$ cat config.mk
export PLATFORM = sky130hd
export DESIGN_NAME = walk_req_sched
export DESIGN_NICKNAME = d
export VERILOG_FILES = /design/src/rtl/walk_req_sched_pkg.sv /design/src/rtl/wrs_flight_ctr.sv /design/src/rtl/wrs_wb_stack.sv /design/src/rtl/wrs_port_arb.sv /design/src/rtl/walk_req_sched.sv
export SDC_FILE = /design/constraint.sdc
export NUM_CORES = 1
export LEC_CHECK = 0
export BUFFER_PORTS_ARGS = -buffer_cell sky130_fd_sc_hd__buf_2
export CAP_MARGIN = 10
export CORE_UTILIZATION = 40
export DETAILED_ROUTE_END_ITERATION = 7
export PLACE_DENSITY = 0.6
export SYNTH_ARGS = -nofsm -noshare
export SYNTH_HDL_FRONTEND = slang
export SYNTH_HIERARCHICAL = 1
export SYNTH_SLANG_ARGS = --single-unit
export TNS_END_PERCENT = 100
$ cat constraint.sdc
create_clock -name clk -period 15.65 [get_ports clk]
set_input_delay 2.3475 -clock clk [delete_from_list [all_inputs] [get_ports clk]]
set_output_delay 2.3475 -clock clk [all_outputs]
set_load 0.02 [all_outputs]
$ cat src/rtl/walk_req_sched_pkg.sv
package walk_req_sched_pkg;

    parameter int ADDR_W = 32;
    parameter int DATA_W = 64;

    // Which source drives the port this cycle
    typedef enum logic [1:0] {
        SRC_NONE  = 2'd0,
        SRC_NACK  = 2'd1,
        SRC_READ  = 2'd2,
        SRC_STACK = 2'd3
    } req_src_e;

    typedef struct packed {
        logic              is_wr;
        logic [ADDR_W-1:0] addr;
        logic [DATA_W-1:0] data;
    } mem_req_t;

    typedef struct packed {
        logic [ADDR_W-1:0] addr;
        logic [DATA_W-1:0] data;
    } wb_entry_t;

    function automatic mem_req_t make_read(input logic [ADDR_W-1:0] a);
        mem_req_t r;
        r.is_wr = 1'b0;
        r.addr  = a;
        r.data  = '0;
        return r;
    endfunction

    function automatic mem_req_t make_write(input wb_entry_t e);
        mem_req_t r;
        r.is_wr = 1'b1;
        r.addr  = e.addr;
        r.data  = e.data;
        return r;
    endfunction

endpackage

$ cat src/rtl/wrs_flight_ctr.sv
module wrs_flight_ctr #(
    parameter int W = 4
) (
    input  logic         clk,
    input  logic         rst,
    input  logic         inc,
    input  logic         dec,
    output logic [W-1:0] cnt
);
    logic [W-1:0] cnt_q;

    always_ff @(posedge clk) begin
        if (rst) cnt_q <= '0;
        else     cnt_q <= cnt_q + W'(inc) - W'(dec);
    end

    assign cnt = cnt_q;
endmodule

$ cat src/rtl/wrs_wb_stack.sv
module wrs_wb_stack
    import walk_req_sched_pkg::*;
#(
    parameter int DEPTH = 4
) (
    input  logic             clk,
    input  logic             rst,
    input  logic             pop,
    input  logic             push_ret,
    input  wb_entry_t        ret_entry,
    input  logic             push_new,
    input  wb_entry_t        new_entry,
    output wb_entry_t        top,
    output logic             empty,
    output logic [$clog2(DEPTH+1)-1:0] count
);
    localparam int SW = $clog2(DEPTH + 1);
    localparam int IW = (DEPTH > 1) ? $clog2(DEPTH) : 1;

    wb_entry_t     slots [DEPTH];
    logic [SW-1:0] cnt_q;
    logic [SW-1:0] base;
    logic [SW-1:0] idx_ret;
    logic [SW-1:0] idx_new;
    logic [SW-1:0] top_idx;

    // pop first, then the returned entry, then the walker's entry on top
    assign base    = cnt_q - SW'(pop);
    assign idx_ret = base;
    assign idx_new = base + SW'(push_ret);
    assign top_idx = (cnt_q == '0) ? '0 : cnt_q - SW'(1);

    for (genvar i = 0; i < DEPTH; i++) begin : g_slot
        always_ff @(posedge clk) begin
            if (push_ret && idx_ret == SW'(i))
                slots[i] <= ret_entry;
            else if (push_new && idx_new == SW'(i))
                slots[i] <= new_entry;
        end
    end

    always_ff @(posedge clk) begin
        if (rst) cnt_q <= '0;
        else     cnt_q <= base + SW'(push_ret) + SW'(push_new);
    end

    assign top   = slots[top_idx[IW-1:0]];
    assign empty = (cnt_q == '0);
    assign count = cnt_q;
endmodule

$ cat src/rtl/wrs_port_arb.sv
module wrs_port_arb
    import walk_req_sched_pkg::*;
(
    input  logic     nack_in,
    input  mem_req_t nack_req,
    input  logic     frozen,
    input  logic     rd_pending,
    input  mem_req_t rd_req,
    input  logic     stk_nonempty,
    input  mem_req_t stk_req,
    output logic     out_valid,
    output mem_req_t out_req,
    output req_src_e out_src
);
    // nack resend > waiting read > stack top; the last two only when not frozen
    always_comb begin
        out_valid = 1'b0;
        out_req   = '0;
        out_src   = SRC_NONE;
        if (nack_in) begin
            out_valid = 1'b1;
            out_req   = nack_req;
            out_src   = SRC_NACK;
        end else if (!frozen && rd_pending) begin
            out_valid = 1'b1;
            out_req   = rd_req;
            out_src   = SRC_READ;
        end else if (!frozen && stk_nonempty) begin
            out_valid = 1'b1;
            out_req   = stk_req;
            out_src   = SRC_STACK;
        end
    end
endmodule

$ cat src/rtl/walk_req_sched.sv
module walk_req_sched
    import walk_req_sched_pkg::*;
#(
    parameter int WB_DEPTH = 4
) (
    input  logic              clk,
    input  logic              rst,
    input  logic              rd_push_valid,
    input  logic [ADDR_W-1:0] rd_push_addr,
    input  logic              wr_push_valid,
    input  logic [ADDR_W-1:0] wr_push_addr,
    input  logic [DATA_W-1:0] wr_push_data,
    output logic              wr_full,
    output logic              walk_rdata_valid,
    output logic [DATA_W-1:0] walk_rdata,
    output logic              walk_done,
    output logic              mem_req_valid,
    output logic              mem_req_write,
    output logic [ADDR_W-1:0] mem_req_addr,
    output logic [DATA_W-1:0] mem_req_wdata,
    input  logic              mem_req_accept,
    input  logic              mem_rsp_valid,
    input  logic              mem_rsp_nack,
    input  logic              mem_rsp_write,
    input  logic [ADDR_W-1:0] mem_rsp_addr,
    input  logic [DATA_W-1:0] mem_rsp_data,
    input  logic              mem_retry
);
    localparam int SW = $clog2(WB_DEPTH + 1);
    localparam int CW = $clog2(WB_DEPTH + 2);

    logic              rd_pend_q;
    logic [ADDR_W-1:0] rd_addr_q;
    logic              retry_q;
    logic              busy_q;

    wb_entry_t         stk_top;
    logic              stk_empty;
    logic [SW-1:0]     stk_cnt;
    logic [CW-1:0]     all_infl;
    logic [SW-1:0]     wr_infl;

    logic              nack_in;
    mem_req_t          nack_req;
    logic              arb_valid;
    mem_req_t          arb_req;
    req_src_e          arb_src;
    logic              taken;
    logic              refused;
    logic              ret_write;
    logic              ret_read;
    wb_entry_t         ret_entry;
    wb_entry_t         new_entry;

    assign nack_in        = mem_rsp_valid && mem_rsp_nack;
    assign nack_req.is_wr = mem_rsp_write;
    assign nack_req.addr  = mem_rsp_addr;
    assign nack_req.data  = mem_rsp_write ? mem_rsp_data : '0;

    wrs_port_arb u_arb (
        .nack_in      (nack_in),
        .nack_req     (nack_req),
        .frozen       (retry_q),
        .rd_pending   (rd_pend_q),
        .rd_req       (make_read(rd_addr_q)),
        .stk_nonempty (!stk_empty),
        .stk_req      (make_write(stk_top)),
        .out_valid    (arb_valid),
        .out_req      (arb_req),
        .out_src      (arb_src)
    );

    assign taken     = arb_valid && mem_req_accept;
    assign refused   = arb_valid && !mem_req_accept;
    assign ret_write = (arb_src == SRC_NACK) && refused && mem_rsp_write;
    assign ret_read  = (arb_src == SRC_NACK) && refused && !mem_rsp_write;

    assign ret_entry.addr = mem_rsp_addr;
    assign ret_entry.data = mem_rsp_data;
    assign new_entry.addr = wr_push_addr;
    assign new_entry.data = wr_push_data;

    wrs_wb_stack #(.DEPTH(WB_DEPTH)) u_stack (
        .clk       (clk),
        .rst       (rst),
        .pop       (taken && arb_src == SRC_STACK),
        .push_ret  (ret_write),
        .ret_entry (ret_entry),
        .push_new  (wr_push_valid),
        .new_entry (new_entry),
        .top       (stk_top),
        .empty     (stk_empty),
        .count     (stk_cnt)
    );

    wrs_flight_ctr #(.W(CW)) u_all_ctr (
        .clk (clk),
        .rst (rst),
        .inc (taken),
        .dec (mem_rsp_valid),
        .cnt (all_infl)
    );

    wrs_flight_ctr #(.W(SW)) u_wr_ctr (
        .clk (clk),
        .rst (rst),
        .inc (taken && arb_req.is_wr),
        .dec (mem_rsp_valid && mem_rsp_write),
        .cnt (wr_infl)
    );

    always_ff @(posedge clk) begin
        if (rst) begin
            rd_pend_q <= 1'b0;
            rd_addr_q <= '0;
        end else if (rd_push_valid) begin
            rd_pend_q <= 1'b1;
            rd_addr_q <= rd_push_addr;
        end else if (ret_read) begin
            rd_pend_q <= 1'b1;
            rd_addr_q <= mem_rsp_addr;
        end else if (taken && arb_src == SRC_READ) begin
            rd_pend_q <= 1'b0;
        end
    end

    always_ff @(posedge clk) begin
        if (rst)            retry_q <= 1'b0;
        else if (refused)   retry_q <= 1'b1;
        else if (mem_retry) retry_q <= 1'b0;
    end

    assign walk_done = busy_q && (all_infl == '0) && !rd_pend_q && stk_empty;

    always_ff @(posedge clk) begin
        if (rst)                                busy_q <= 1'b0;
        else if (rd_push_valid || wr_push_valid) busy_q <= 1'b1;
        else if (walk_done)                     busy_q <= 1'b0;
    end

    assign wr_full = ({1'b0, stk_cnt} + {1'b0, wr_infl}) >= (SW + 1)'(WB_DEPTH);

    assign walk_rdata_valid = mem_rsp_valid && !mem_rsp_nack && !mem_rsp_write;
    assign walk_rdata       = mem_rsp_data;

    assign mem_req_valid = arb_valid;
    assign mem_req_write = arb_req.is_wr;
    assign mem_req_addr  = arb_req.addr;
    assign mem_req_wdata = arb_req.data;
endmodule

==> results of run 1 <==
==> state kept, by name, summed over array words and instances, names as in the netlist <==
name and flops:
u_stack/slots 384, rd_addr_q 32, u_all_ctr/cnt 3, u_stack/count 3, u_wr_ctr/cnt 3, busy_q 1
rd_pend_q 1, retry_q 1
==> cell type report <==
cell class	instances	area, sq um
timing repair buffer	427	2210
clock buffer	67	1350
clock inverter	24	181
antenna	10	25.0
sequential	428	12400
multi-input combinational	982	10500
inverter	12	45.0
fill	5092	30400
tap	765	957
==> worst paths after layout <==
kind                                     from                             end  slack [ps]
setup / recovery                mem_rsp_valid  u_stack/slots[2][45]$_DFFE_PP_        8080
hold / removal            busy_q$_SDFFE_PP0P_             busy_q$_SDFFE_PP0P_         500
setup reg to reg  u_stack/count[2]$_SDFF_PP0_  u_stack/slots[2][45]$_DFFE_PP_        9370
hold reg to reg           busy_q$_SDFFE_PP0P_             busy_q$_SDFFE_PP0P_         500
==> metrics by stage <==
stage	instance area [sq um]	utilization	total power, mW	setup WS (ps)
detailed placement	26100	0.450	3.70	7400
floorplan	23900	-	3.17	3750
global placement	26100	0.450	3.67	7610
global route	27600	0.476	4.98	7680
finish	27600	0.476	4.76	8080
CTS	27600	0.476	4.82	8030
==> kinds of logic (layout without fill, tap and decap cells) <==
logic type,after synthesis,after routing,synth area share
simple gates,206,206,0.0543
buf+inv,198,530,0.0480
compound gates,177,177,0.0728
flops,428,428,0.525
other cells,2,76,0.000317
fa+ha+maj,13,13,0.00751
mux,512,512,0.288
xor+xnor,8,8,0.00476
==> worst max-delay path: stages <==
cell,delay (ps)
buf_2,110
and2_4,420
o21bai_1,290
and2_1,230
and3_1,170
ha_1,150
ha_1,330
inv_1,280
ha_1,210
xor3_1,280
nor3b_1,590
nand2_4,520
o21ai_4,310
buf_4,720
buf_4,700
==> cell usage in the layout, fill, tap and decap left out, drive strengths merged, types with 44 or more instances in the layout <==
cell type	synthesis	layout
a221o	97	97
dfxtp	44	44
conb	2	66
mux4	96	96
a211oi	64	64
mux2	384	384
buf	128	427
clkbuf	58	67
and2	165	165
edfxtp	384	384
==> report_power, final <==
part	switching [mW]	internal, mW	total [mW]
Combinational	1.08	0.842	1.92
Clock	0.478	0.636	1.11
Sequential	0.0745	1.65	1.72
Total	1.63	3.13	4.76
==> routing by layer <==
| layer | up-vias | track usage |
|---|---|---|
| li1 | 6772 | - |
| met4 | 22 | 0.0588 |
| met2 | 466 | 0.371 |
| met3 | 108 | 0.0525 |
| met1 | 7658 | 0.285 |
| met5 | - | 0 |
==> summary.md, run 1 <==
| Metric | Value |
|---|---|
| Status | finished clean |
| Sink Count | 428 |
| Slew headroom | 0.273 |
| Drt first pass iters | 5 |
| Post-Syn Instances | 1,544 |
| Setup_tns | 0 ps |
| Post-Place Cells | 2,614 |
| Hold buffer count at cts | 0 |
| Count leader, synth | edfxtp_1 |
| Hold Path Class | register to register |
| Leakage | 10.3 nW |
| Met3 Wirelength | 4990 um |
| Synth warnings | 6 |
| Period utilisation layout | 0.483 |
| WP data required | 15,880 ps |
| Post-cts sizing count | 0 |
| PortBufs | 397 |
| First-pass GRT wire length | 99,400 um |
| Die Span X | 245 um |
| Top FF cell, synth | edfxtp_1 |
| Layout cells sized above 1 | 0.503 |
| Max-cap violation count | 0 |
| Die area | 0.0601 sq mm |
| M1 wire length | 28,000 um |
| Worst Setup End Kind | register |
| Post-route ant nets | 0 |
| Vias | 15,000 |
| Skew final | 16.1 ps |
| CTS tree | done |
| Clk_lat worst skew | 600 ps |
| # DRC | 0 |
| Final cell count without fillers | 2,715 |
| Area contributors post-synth | edfxtp_1 (49%), mux2_2 (16%), mux4_2 (9.1%), and2_1 (4.4%), a221o_1 (4.1%) |
| Post-synthesis sequential area ratio | 0.525 |
| Total congestion overflow | 0 |
| Synth Register Bits | 428 |
| I/O pin cnt | 398 |
| WHS Path Cells | 2 |
| Max Used Layer | met5 |
| CP Data Arrival Time | 7790 ps |
| Async set-reset flop share out of synthesis | 0 |
| Num CTS Buffers | 50 |
| Critical path class | input pin to register |
| Largest net degree at the start of global routing | 70 |
| Core Area | 0.0580 sq mm |
| Area of the mapped netlist | 0.0237 sq mm |
| Vias in the first global route | 15,700 |
| Number of flops mapped to enable cells by yosys | 384 |
| Hold Slack | 504 ps |
| Syn Area/Cell | 15.3 sq um |
| CP max FO | 47 |
| Worst VDD drop | 0.126 mV |
| Die height | 245 um |
| Global placement routability congestion | 0.770 |
| Routed met2 length | 32,800 um |
| Initial antenna violation count | 20 |
| Worst Reg-to-Reg Cells | 16 |
| Layout area overhead | 16.8% |
| Initial DRC Count | 929 |
| Routed WL per cell | 24.8 um |
| Fin nets | 2,147 |
| Total GRT Usage | 0.221 |
| CTS Root Cell | clkbuf_16 |
| Via density | 5.53 |
| Power Dens Cells | 172 mW/mm^2 |
| Buffer count from post-CTS setup fixing | 0 |
| Reg clk slew, reported paths | 60 ps |
| Critical path launch point type | input pin |
| Highest clock rate | 0.132 GHz |
| Max-slew violation count | 0 |
| Core Rows | 88 |
| Routed wire length | 67,200 um |
| Post-synth cell types | 45 |
| Cell taking the most area after synthesis | edfxtp_1 |
| CTS Buffer Depth | 3 |
| Initial core utilization | 0.408 |
| Least-Margin Pin Slew | 1090 ps |
| RSZ-0062 raised after global routing | no |
| Final setup violation count | 0 |
| Endpoints failing hold | 0 |
| Detail Placement HPWL | 40,600 um |
| Post-layout min period | 7570 ps |
| Commonest cells in the netlist | edfxtp_1 (384), mux2_2 (344), and2_1 (165), a221o_1 (97), mux4_2 (96) |
| # H-tree levels | 2 |
| Post-synth top area share | 0.487 |
(Power assumes the default switching activity.)
==> run 2, diff against run 1 <==
Settings changed: PLACE_DENSITY 0.6 to 0.62.
Clock period 15.65 ns to 6.39 ns, I/O delays scaled along.
==> run 2 against run 1 <==
Routed wire length shrank 0.56%. Via count down 0.26%. Core utilization is 0.16 points higher. Non-clock buffer count unchanged. Sequential share of layout area decreased by 0.15 points. Worst setup slack lost 6700 ps. Cell count shrank 0.11%. Count of clock-buffer cells in the layout rose by 8. Clock skew up 2.0 ps. Worst hold slack got worse by 30 ps. Clock power is 140% higher. Largest power group unchanged.
==> summary.md, run 2 (synthesis gave the netlist of run 1 again) <==
| Metric | Value |
|---|---|
| # H-tree levels | 2 |
| Hold Slack | 474 ps |
| Setup slack, reg-to-reg | 1370 ps |
| Skew final | 18.1 ps |
| Highest clock rate | 0.199 GHz |
| CP max FO | 34 |
| DP Area | 0.0262 sq mm |
| Buffer count from post-CTS setup fixing | 0 |
| Commonest non-fill, non-tap cells in the layout | buf_2 (396), edfxtp_1 (384), mux2_2 (344) |
| Clock Power Share | 0.232 |
| CP Data Arrival Time | 5250 ps |
| First-pass GRT wire length | 98,800 um |
| Die area | 0.0601 sq mm |
| Vias | 15,000 |
| Final setup violation count | 0 |
| Worst r2r src | u_stack/count[2]$_SDFF_PP0_ |
| Leakage | 10.3 nW |
| Core Rows | 88 |
| Max FFs per register | 384 |
| Initial core utilization | 0.408 |
| Worst VDD drop | 0.281 mV |
| I/O pin cnt | 398 |
| Critical path launch point type | register |
| Drt first pass iters | 5 |
| Largest Register | u_stack/slots |
| Routed wire length | 66,800 um |
| Total GRT Usage | 0.220 |
| Most common cell after layout, fill and taps aside | buf_2 |
| # DRC | 0 |
| Worst Setup End Kind | register |
| Vias in the first global route | 15,600 |
| Fin nets | 2,146 |
| Internal power | 7.70 mW |
| Global placement routability congestion | 0.759 |
| Reg clk slew, reported paths | 60 ps |
| Fillcell total | 5,123 |
| Critical path class | register to register |
| Total congestion overflow | 0 |
| Initial DRC Count | 799 |
| HP Start | busy_q$_SDFFE_PP0P_ |
| Max-slew violation count | 0 |
| Hold Path Class | register to register |
| Die height | 245 um |
| CTS Root Cell | clkbuf_16 |
| Initial antenna violation count | 18 |
| Detail Placement HPWL | 38,500 um |
| Largest registers | u_stack/slots: 384 flops, rd_addr_q: 32 flops |
| Worst setup path start | u_stack/count[2]$_SDFF_PP0_ |
| Final Cell Area | 0.0277 sq mm |
| Least-Margin Pin Slew | 1110 ps |
| Largest net degree at the start of global routing | 92 |
| Post-cts sizing count | 0 |
| Sequential power share | 0.361 |
| Period utilisation layout | 0.786 |
| Core Area | 0.0580 sq mm |
| WP data required | 6620 ps |
| Hold buffer count at cts | 0 |
| Slew headroom | 0.263 |
| CTS tree | done |
| Endpoints failing hold | 0 |
| Combinational power share | 0.407 |
| Layout cells sized above 1 | 0.503 |
| Post-layout min period | 5020 ps |
| Layout area overhead | 17.2% |
| Routed WL per cell | 24.6 um |
| Sink Count | 428 |
| Status | finished clean |
| Post-route ant nets | 0 |
| Max-cap violation count | 0 |
| Via density | 5.53 |
| Die Span X | 245 um |
| Num CTS Buffers | 49 |
| Power Dens Cells | 421 mW/mm^2 |
| PortBufs | 397 |
| NetSw | 3.98 mW |
| CTS Buffer Depth | 3 |
| RSZ-0062 raised after global routing | no |
| Clk_lat worst skew | 600 ps |
| Switching Fraction | 0.341 |
## run 2: final timing paths
check                                                       to  cells past startpoint
worst max-delay path            u_stack/slots[2][64]$_DFFE_PP_                     15
worst min-delay path                       busy_q$_SDFFE_PP0P_                      2
worst min register to register             busy_q$_SDFFE_PP0P_                      2
worst max register to register  u_stack/slots[2][64]$_DFFE_PP_                     15
## run 2: metal layers
| layer | track usage | routed length (um) | vias to the layer above |
|---|---|---|---|
| li1 | - | - | 6770 |
| met1 | 0.287 | 28200 | 7650 |
| met2 | 0.369 | 33100 | 437 |
| met3 | 0.0470 | 4200 | 106 |
| met4 | 0.0583 | 1150 | 24 |
| met5 | 0 | 145 | - |
## run 2: power by group through the flow
stage	clock network, mW	logic [mW]	registers, mW
floorplan	0	3.38	4.30
global placement	0	4.78	4.24
detailed placement	0	4.80	4.28
CTS	2.77	4.82	4.22
global route	2.88	5.05	4.27
finish	2.71	4.75	4.21
## run 2: stage by stage
step	power, mW	std cells	utilization	setup WS (ps)	TNS [ps]
floorplan	7.67	1608	-	-1510	-289650
global placement	9.02	2614	0.451	884	0
detailed placement	9.08	2614	0.451	828	0
CTS	11.8	2704	0.478	1330	0
global route	12.2	2708	0.478	1040	0
finish	11.7	2712	0.478	1370	0
## run 2: critical path, cell delays in order, from the launching register on
cell and delay (ps):
dfxtp_1 410, nor3_1 290, inv_1 110, nor2_1 170, o21bai_1 150, and2_1 200, and3_1 180, ha_1 190
ha_1 390, inv_1 270, ha_1 210, xor3_1 280, nor3b_1 560, nand2_4 480, o21ai_4 210, buf_4 490
## run 2: cell type report
cell class	instances	area (sq um)	share of cell area
sequential	428	12400	0.448
inverter	12	45.0	0.00162
antenna	8	20.0	0.000722
clock buffer	75	1370	0.0495
timing repair buffer	427	2330	0.0839
clock inverter	15	140	0.00505
multi-input combinational	982	10500	0.377
tap	765	957	0.0345
